File: config.mk
export PLATFORM = sky130hd
export DESIGN_NAME = itimer_regif
export DESIGN_NICKNAME = d
export VERILOG_FILES = /design/src/rtl/itimer_regif_pkg.sv /design/src/rtl/itimer_ctl_decode.sv /design/src/rtl/itimer_chan_regs.sv /design/src/rtl/itimer_rd_mux.sv /design/src/rtl/itimer_regif.sv
export SDC_FILE = /design/constraint.sdc
export NUM_CORES = 1
export LEC_CHECK = 0
export BUFFER_PORTS_ARGS = -buffer_cell sky130_fd_sc_hd__buf_2
export CAP_MARGIN = 20
export CORE_UTILIZATION = 41
export DETAILED_ROUTE_END_ITERATION = 6
export PLACE_DENSITY = 0.71
export SLEW_MARGIN = 20
export SYNTH_ARGS = -nofsm -noshare
export SYNTH_HDL_FRONTEND = slang
export SYNTH_SLANG_ARGS = --single-unit
File: constraint.sdc
create_clock -name clk -period 3.1 [get_ports clk]
set_input_delay 0.62 -clock clk [delete_from_list [all_inputs] [get_ports clk]]
set_output_delay 0.62 -clock clk [all_outputs]
set_load 0.02 [all_outputs]
File: src/rtl/itimer_regif_pkg.sv
`timescale 1ns/1ps
package itimer_regif_pkg;

   // Byte access code; the zero value doubles as "no latch pending"
   typedef enum logic [1:0] {
      ACC_NONE = 2'd0,
      ACC_LO   = 2'd1,
      ACC_HI   = 2'd2,
      ACC_WORD = 2'd3
   } acc_e;

   localparam int          MODE_W   = 3;
   localparam logic [1:0]  CTL_PORT = 2'd3;
   localparam logic [1:0]  RB_CODE  = 2'd3;

endpackage

File: src/rtl/itimer_ctl_decode.sv
`timescale 1ns/1ps
module itimer_ctl_decode
   import itimer_regif_pkg::*;
#(
   parameter int NUM_CH = 3,
   parameter int BYTE_W = 8
) (
   input  logic [1:0]        bus_addr,
   input  logic              bus_wr,
   input  logic [BYTE_W-1:0] bus_wdata,
   output logic [NUM_CH-1:0] data_wr,
   output logic [NUM_CH-1:0] prog,
   output logic [NUM_CH-1:0] cnt_latch,
   output logic [NUM_CH-1:0] sts_latch
);

   logic       ctl_wr;
   logic       is_rb;
   logic [1:0] sel_f;
   logic [1:0] acc_f;

   assign ctl_wr = bus_wr && (bus_addr == CTL_PORT);
   assign sel_f  = bus_wdata[7:6];
   assign acc_f  = bus_wdata[5:4];
   assign is_rb  = (sel_f == RB_CODE);

   for (genvar i = 0; i < NUM_CH; i++) begin : g_ch
      localparam logic [1:0] IDX = 2'(i);
      logic hit;
      logic rb_hit;
      assign hit    = ctl_wr && !is_rb && (sel_f == IDX);
      assign rb_hit = ctl_wr && is_rb && bus_wdata[i+1];

      assign data_wr[i]   = bus_wr && (bus_addr == IDX);
      assign prog[i]      = hit && (acc_f != ACC_NONE);
      assign cnt_latch[i] = (hit && (acc_f == ACC_NONE)) || (rb_hit && !bus_wdata[5]);
      assign sts_latch[i] = rb_hit && !bus_wdata[4];
   end

endmodule

File: src/rtl/itimer_chan_regs.sv
`timescale 1ns/1ps
module itimer_chan_regs
   import itimer_regif_pkg::*;
#(
   parameter int BYTE_W = 8,
   parameter int CNT_W  = 16
) (
   input  logic              clk,
   input  logic              rst_n,
   input  logic [BYTE_W-1:0] wbyte,
   input  logic              data_wr,
   input  logic              prog,
   input  logic              cnt_latch,
   input  logic              sts_latch,
   input  logic              rd_en,
   input  logic [CNT_W-1:0]  cur_cnt,
   input  logic              out_lvl,
   output logic [BYTE_W-1:0] rd_byte,
   output logic              load,
   output logic [CNT_W-1:0]  init_cnt,
   output logic [MODE_W-1:0] mode,
   output logic              bcd
);

   localparam int LO_W = CNT_W - BYTE_W;

   acc_e              rw_q;
   logic [MODE_W-1:0] mode_q;
   logic              bcd_q;
   logic              rd_hi_q;
   logic              wr_hi_q;
   logic [BYTE_W-1:0] wr_lo_q;
   acc_e              cl_q;
   logic [CNT_W-1:0]  lat_q;
   logic              st_pend_q;
   logic [BYTE_W-1:0] st_q;
   logic              load_q;
   logic [CNT_W-1:0]  init_q;

   always_ff @(posedge clk) begin
      if (!rst_n) begin
         rw_q      <= ACC_WORD;
         mode_q    <= '0;
         bcd_q     <= 1'b0;
         rd_hi_q   <= 1'b0;
         wr_hi_q   <= 1'b0;
         wr_lo_q   <= '0;
         cl_q      <= ACC_NONE;
         lat_q     <= '0;
         st_pend_q <= 1'b0;
         st_q      <= '0;
         load_q    <= 1'b0;
         init_q    <= '0;
      end else begin
         load_q <= 1'b0;

         if (prog) begin
            rw_q    <= acc_e'(wbyte[5:4]);
            mode_q  <= wbyte[3:1];
            bcd_q   <= wbyte[0];
            rd_hi_q <= 1'b0;
            wr_hi_q <= 1'b0;
         end

         if (cnt_latch && (cl_q == ACC_NONE)) begin
            lat_q <= cur_cnt;
            cl_q  <= rw_q;
         end

         if (sts_latch && !st_pend_q) begin
            st_q      <= {out_lvl, 1'b0, rw_q, mode_q, bcd_q};
            st_pend_q <= 1'b1;
         end

         if (data_wr) begin
            unique case (rw_q)
               ACC_LO: begin
                  init_q <= {{LO_W{1'b0}}, wbyte};
                  load_q <= 1'b1;
               end
               ACC_HI: begin
                  init_q <= {wbyte, {LO_W{1'b0}}};
                  load_q <= 1'b1;
               end
               default: begin
                  if (!wr_hi_q) begin
                     wr_lo_q <= wbyte;
                     wr_hi_q <= 1'b1;
                  end else begin
                     init_q  <= {wbyte, wr_lo_q};
                     load_q  <= 1'b1;
                     wr_hi_q <= 1'b0;
                  end
               end
            endcase
         end

         if (rd_en) begin
            if (st_pend_q) begin
               st_pend_q <= 1'b0;
            end else if (cl_q != ACC_NONE) begin
               cl_q <= (cl_q == ACC_WORD) ? ACC_HI : ACC_NONE;
            end else if (rw_q == ACC_WORD) begin
               rd_hi_q <= !rd_hi_q;
            end
         end
      end
   end

   always_comb begin
      if (st_pend_q) begin
         rd_byte = st_q;
      end else if (cl_q == ACC_HI) begin
         rd_byte = lat_q[CNT_W-1 -: BYTE_W];
      end else if (cl_q != ACC_NONE) begin
         rd_byte = lat_q[BYTE_W-1:0];
      end else if ((rw_q == ACC_HI) || ((rw_q == ACC_WORD) && rd_hi_q)) begin
         rd_byte = cur_cnt[CNT_W-1 -: BYTE_W];
      end else begin
         rd_byte = cur_cnt[BYTE_W-1:0];
      end
   end

   assign load     = load_q;
   assign init_cnt = init_q;
   assign mode     = mode_q;
   assign bcd      = bcd_q;

endmodule

File: src/rtl/itimer_rd_mux.sv
`timescale 1ns/1ps
module itimer_rd_mux #(
   parameter int NUM_CH = 3,
   parameter int BYTE_W = 8
) (
   input  logic [1:0]               addr,
   input  logic [NUM_CH*BYTE_W-1:0] ch_bytes,
   output logic [BYTE_W-1:0]        sel_byte
);

   always_comb begin
      sel_byte = '0;
      for (int i = 0; i < NUM_CH; i++) begin
         if (addr == 2'(i)) sel_byte = ch_bytes[i*BYTE_W +: BYTE_W];
      end
   end

endmodule

File: src/rtl/itimer_regif.sv
`timescale 1ns/1ps
module itimer_regif
   import itimer_regif_pkg::*;
#(
   parameter int NUM_CH = 3,
   parameter int BYTE_W = 8,
   parameter int CNT_W  = 16
) (
   input  logic                      clk,
   input  logic                      rst_n,
   input  logic [1:0]                bus_addr,
   input  logic                      bus_wr,
   input  logic                      bus_rd,
   input  logic [BYTE_W-1:0]         bus_wdata,
   output logic [BYTE_W-1:0]         bus_rdata,
   output logic [NUM_CH-1:0]         ch_load,
   output logic [NUM_CH*CNT_W-1:0]   ch_init_cnt,
   output logic [NUM_CH*MODE_W-1:0]  ch_mode,
   output logic [NUM_CH-1:0]         ch_bcd,
   input  logic [NUM_CH*CNT_W-1:0]   ch_cur_cnt,
   input  logic [NUM_CH-1:0]         ch_out
);

   if (NUM_CH < 1 || NUM_CH > 3) begin : g_bad_ch
      $error("itimer_regif: NUM_CH must be 1 to 3");
   end
   if (BYTE_W != 8) begin : g_bad_byte
      $error("itimer_regif: control word layout needs BYTE_W of 8");
   end
   if (CNT_W != 2 * BYTE_W) begin : g_bad_cnt
      $error("itimer_regif: CNT_W must be two bytes");
   end

   logic [NUM_CH-1:0]        data_wr;
   logic [NUM_CH-1:0]        prog;
   logic [NUM_CH-1:0]        cnt_latch;
   logic [NUM_CH-1:0]        sts_latch;
   logic [NUM_CH-1:0]        rd_en;
   logic [NUM_CH*BYTE_W-1:0] ch_bytes;
   logic [BYTE_W-1:0]        sel_byte;
   logic                     rd_fire;
   logic [BYTE_W-1:0]        rdata_q;

   assign rd_fire = bus_rd && !bus_wr;

   itimer_ctl_decode #(.NUM_CH(NUM_CH), .BYTE_W(BYTE_W)) u_dec (
      .bus_addr  (bus_addr),
      .bus_wr    (bus_wr),
      .bus_wdata (bus_wdata),
      .data_wr   (data_wr),
      .prog      (prog),
      .cnt_latch (cnt_latch),
      .sts_latch (sts_latch)
   );

   for (genvar i = 0; i < NUM_CH; i++) begin : g_chan
      assign rd_en[i] = rd_fire && (bus_addr == 2'(i));

      itimer_chan_regs #(.BYTE_W(BYTE_W), .CNT_W(CNT_W)) u_chan (
         .clk       (clk),
         .rst_n     (rst_n),
         .wbyte     (bus_wdata),
         .data_wr   (data_wr[i]),
         .prog      (prog[i]),
         .cnt_latch (cnt_latch[i]),
         .sts_latch (sts_latch[i]),
         .rd_en     (rd_en[i]),
         .cur_cnt   (ch_cur_cnt[i*CNT_W +: CNT_W]),
         .out_lvl   (ch_out[i]),
         .rd_byte   (ch_bytes[i*BYTE_W +: BYTE_W]),
         .load      (ch_load[i]),
         .init_cnt  (ch_init_cnt[i*CNT_W +: CNT_W]),
         .mode      (ch_mode[i*MODE_W +: MODE_W]),
         .bcd       (ch_bcd[i])
      );
   end

   itimer_rd_mux #(.NUM_CH(NUM_CH), .BYTE_W(BYTE_W)) u_mux (
      .addr     (bus_addr),
      .ch_bytes (ch_bytes),
      .sel_byte (sel_byte)
   );

   always_ff @(posedge clk) begin
      if (!rst_n)       rdata_q <= '0;
      else if (rd_fire) rdata_q <= sel_byte;
   end

   assign bus_rdata = rdata_q;

endmodule

==> results.cfg <==
[run_status]
status = complete, no violations

[drt]
routed_via_density = 5.54
drt-pass1-iter-count = 5
drc_errors = 0
ant_nets = 0
vias = 7767
drtIter0Drc = 553
wl_per_cell_um = 17.5
postRouteWirelength_mm = 24.5

[critical_path]
r2r-start = g_chan[0].u_chan.rw_q[0]
end_kind = flip-flop
critical_path_class = flip-flop to flip-flop
cp_data_required_time_ns = 3.43
arrival_ns = 2.87
crit_path_start_kind = flip-flop
r2r_slack_ns = 0.56
path_max_fanout = 10
rr_worst_depth = 7
reg2reg_to = bus_rdata[0]

[pwr]
p_sw_share_pct = 23.5
p_switching_mw = 1.27
seqPwrFrac_pct = 45.5
power_frac_clock_pct = 46.7
p_int_mw = 4.11
p_leak_nw = 4.35
ir_drop_mv = 0.388
combPwrFrac_pct = 7.8
powerDensity_mw_per_mm2 = 528

[logic_synthesis]
synth_largest_area_cell = dfxtp_1
synth_fp_nets = 1113
synth_edf_count = 0
yosysSeqAreaShare_pct = 42.6
yosys-top-cells-area = dfxtp_1 43%, nand2_1 8.1%, mux2i_1 7.2%
netlist_area_sq_mm = 0.00870
synth_top_area_share_pct = 42.6
ys.flop_type = dfxtp_1
syn_avg_cell_area_sq_um = 8.37
ys_types = 60
yosysWarnings = 0
async_flop_share_pct = 0
synth-seq-cells = 185
netlist_instances = 1039

[clock_network]
hold_buffers = 0
post_cts_buffers = 0
cts_tree = yes
cts_made_buffers = 17
htree_levels = 4
clock-sinks = 185
cts_resized = 0
clockBufferDepth = 2
clock_latency_ns = 0.44
cts.clk_slew.worst_paths_ns = 0.07
cts-root-buf = clkbuf_16

[layout]
mostFrequentLayoutCell = nand2_1
final_area_sq_mm = 0.0102
seq_area_sq_mm = 0.00370
final.fill_count = 1966
area_growth_pct = 17.2
multiInputGateArea_sq_mm = 0.00451
drive_gt1_share_pct = 18.7
nNetsFinal = 1193
layout_common_cells = 187 x nand2_1, 185 x dfxtp_1, 134 x buf_2

[floorplanning]
ios = 136
die_width_um = 148
fp.dieH_um = 148
core_sq_mm = 0.0205
dieArea_sq_mm = 0.0218
start_util_pct = 42.4
rows = 52

[global_route]
antenna_found_initial = 2
grt_pass1_wl_mm = 38.5
grt_overflow_total = 0
grt_pass1_vias = 7109
grt_max_degree = 79
grt_use_total_pct = 22.6

[timing]
slew_headroom_pct = 36.9
hold_viol = 0
layout_worst_path_cycle_share_pct = 82.0
min_period_ns = 2.54
rsz0062_at_grt = no
finalSetupViolations = 0
finClkSkew_ns = 0.0106
setup_tns_ns = 0
drv_slew = 0
worst_pin_slew_ns = 0.946
fmaxAchievable_mhz = 393

[place]
placed_cell_area_sq_mm = 0.00951
port_buffers = 135
place_hpwl_mm = 16.4
gp_congestion = 0.817

[min_path]
hold_start = ch_cur_cnt[28]
min_to = g_chan[1].u_chan.lat_q[12]
holdPathStages = 3
hp-class = input pin to flip-flop

[run]
cap_violations = 0
==> power by group through the flow <==
stage          Sequential [mW]  Combinational, mW  Clock, mW
5_1_grt                   2.45              0.455       2.64
2_1_floorplan             2.50              0.242          0
3_5_place_dp              2.50              0.414          0
3_3_place_gp              2.50              0.409          0
4_1_cts                   2.44              0.417       2.54
6_report                  2.45              0.420       2.51
==> layer usage <==
layer	track usage, %	vias to the layer above	wire length [um]
met4	7.11	2	390
met2	34.3	285	10900
li1	-	3793	-
met3	5.49	29	1930
met5	0	-	14
met1	31.5	3658	11300
==> worst max-delay path, stage by stage, from the launching register on <==
cell	delay, ns
dfxtp_1	0.44
inv_1	0.07
ha_1	0.23
a21oi_2	0.50
mux2_2	0.40
a2111oi_0	0.40
o32ai_1	0.15
a32o_1	0.24
==> area by class of cell <==
type | count | share of cell area, %
inverters | 16 | 0.589
clock inverters | 13 | 2.33
diodes | 1 | 0.0246
repair buffers | 162 | 8.89
multi-input cells | 737 | 44.2
flip-flops and latches | 185 | 36.3
clock buffers | 18 | 4.31
well taps | 270 | 3.31
==> per-stage QoR <==
step                util [%]  std cells  power, mW  setup slack, ns  hold WS (ns)
finish                  49.7       1402       5.38            0.559         0.416
global route            49.7       1401       5.54            0.413         0.430
CTS                     49.7       1401       5.40            0.556         0.405
detailed placement      46.4       1370       2.91            0.519         0.448
global placement        46.4       1370       2.91            0.607         0.442
floorplan                  -       1039       2.75            0.877         0.431
==> cell usage after synthesis (6+ instances only) <==
| library cell | number |
|---|---|
| nor2_1 | 18 |
| and3_1 | 8 |
| nor2b_1 | 55 |
| a31oi_1 | 13 |
| dfxtp_1 | 185 |
| and2_1 | 6 |
| nand2_1 | 187 |
| nand2b_1 | 10 |
| o221ai_1 | 8 |
| ha_1 | 9 |
| clkbuf_1 | 72 |
| buf_1 | 11 |
| a21boi_0 | 48 |
| or2_2 | 6 |
| buf_4 | 6 |
| mux2i_1 | 63 |
| o211a_1 | 24 |
| o21a_1 | 6 |
| buf_2 | 10 |
| a21oi_1 | 16 |
| inv_1 | 16 |
| o21ai_0 | 86 |
| nor3b_1 | 7 |
| nand3_1 | 81 |
| o211ai_1 | 31 |
==> worst max-delay path by stage <==
stage	startpoint	endpoint	depth (start not counted)
finish	g_chan[0].u_chan.rw_q[0]	bus_rdata[0]	7
global route	g_chan[0].u_chan.rw_q[0]	bus_rdata[0]	7
CTS	g_chan[0].u_chan.rw_q[0]	bus_rdata[0]	7
detailed placement	bus_addr[0]	g_chan[0].u_chan.lat_q[3]	6
global placement	bus_wr	g_chan[0].u_chan.lat_q[15]	6
floorplan	bus_wdata[5]	g_chan[1].u_chan.wr_hi_q	6
==> sequential cells by signal, indices dropped and copies added (netlist names) <==
name	cells
g_chan.u_chan.rw_q	6
g_chan.u_chan.bcd	3
g_chan.u_chan.rd_hi_q	3
g_chan.u_chan.wr_hi_q	3
g_chan.u_chan.cl_q	6
g_chan.u_chan.init_cnt	48
g_chan.u_chan.wr_lo_q	24
bus_rdata	8
g_chan.u_chan.mode	9
g_chan.u_chan.load	3
g_chan.u_chan.st_q	21
g_chan.u_chan.lat_q	48
g_chan.u_chan.st_pend_q	3
==> cell families after synthesis <==
kind of cell             count (synthesis)  share of synthesized area [%]
multiplexers                            68                           7.90
adder cells (fa/ha/maj)                  9                           1.29
AO/OA/AOI/OAI                          259                           20.3
AND/OR/NAND/NOR                        401                           22.3
flip-flops                             185                           42.6
buffers and inverters                  117                           5.62
Note: power is estimated with default switching activity, not from simulation.
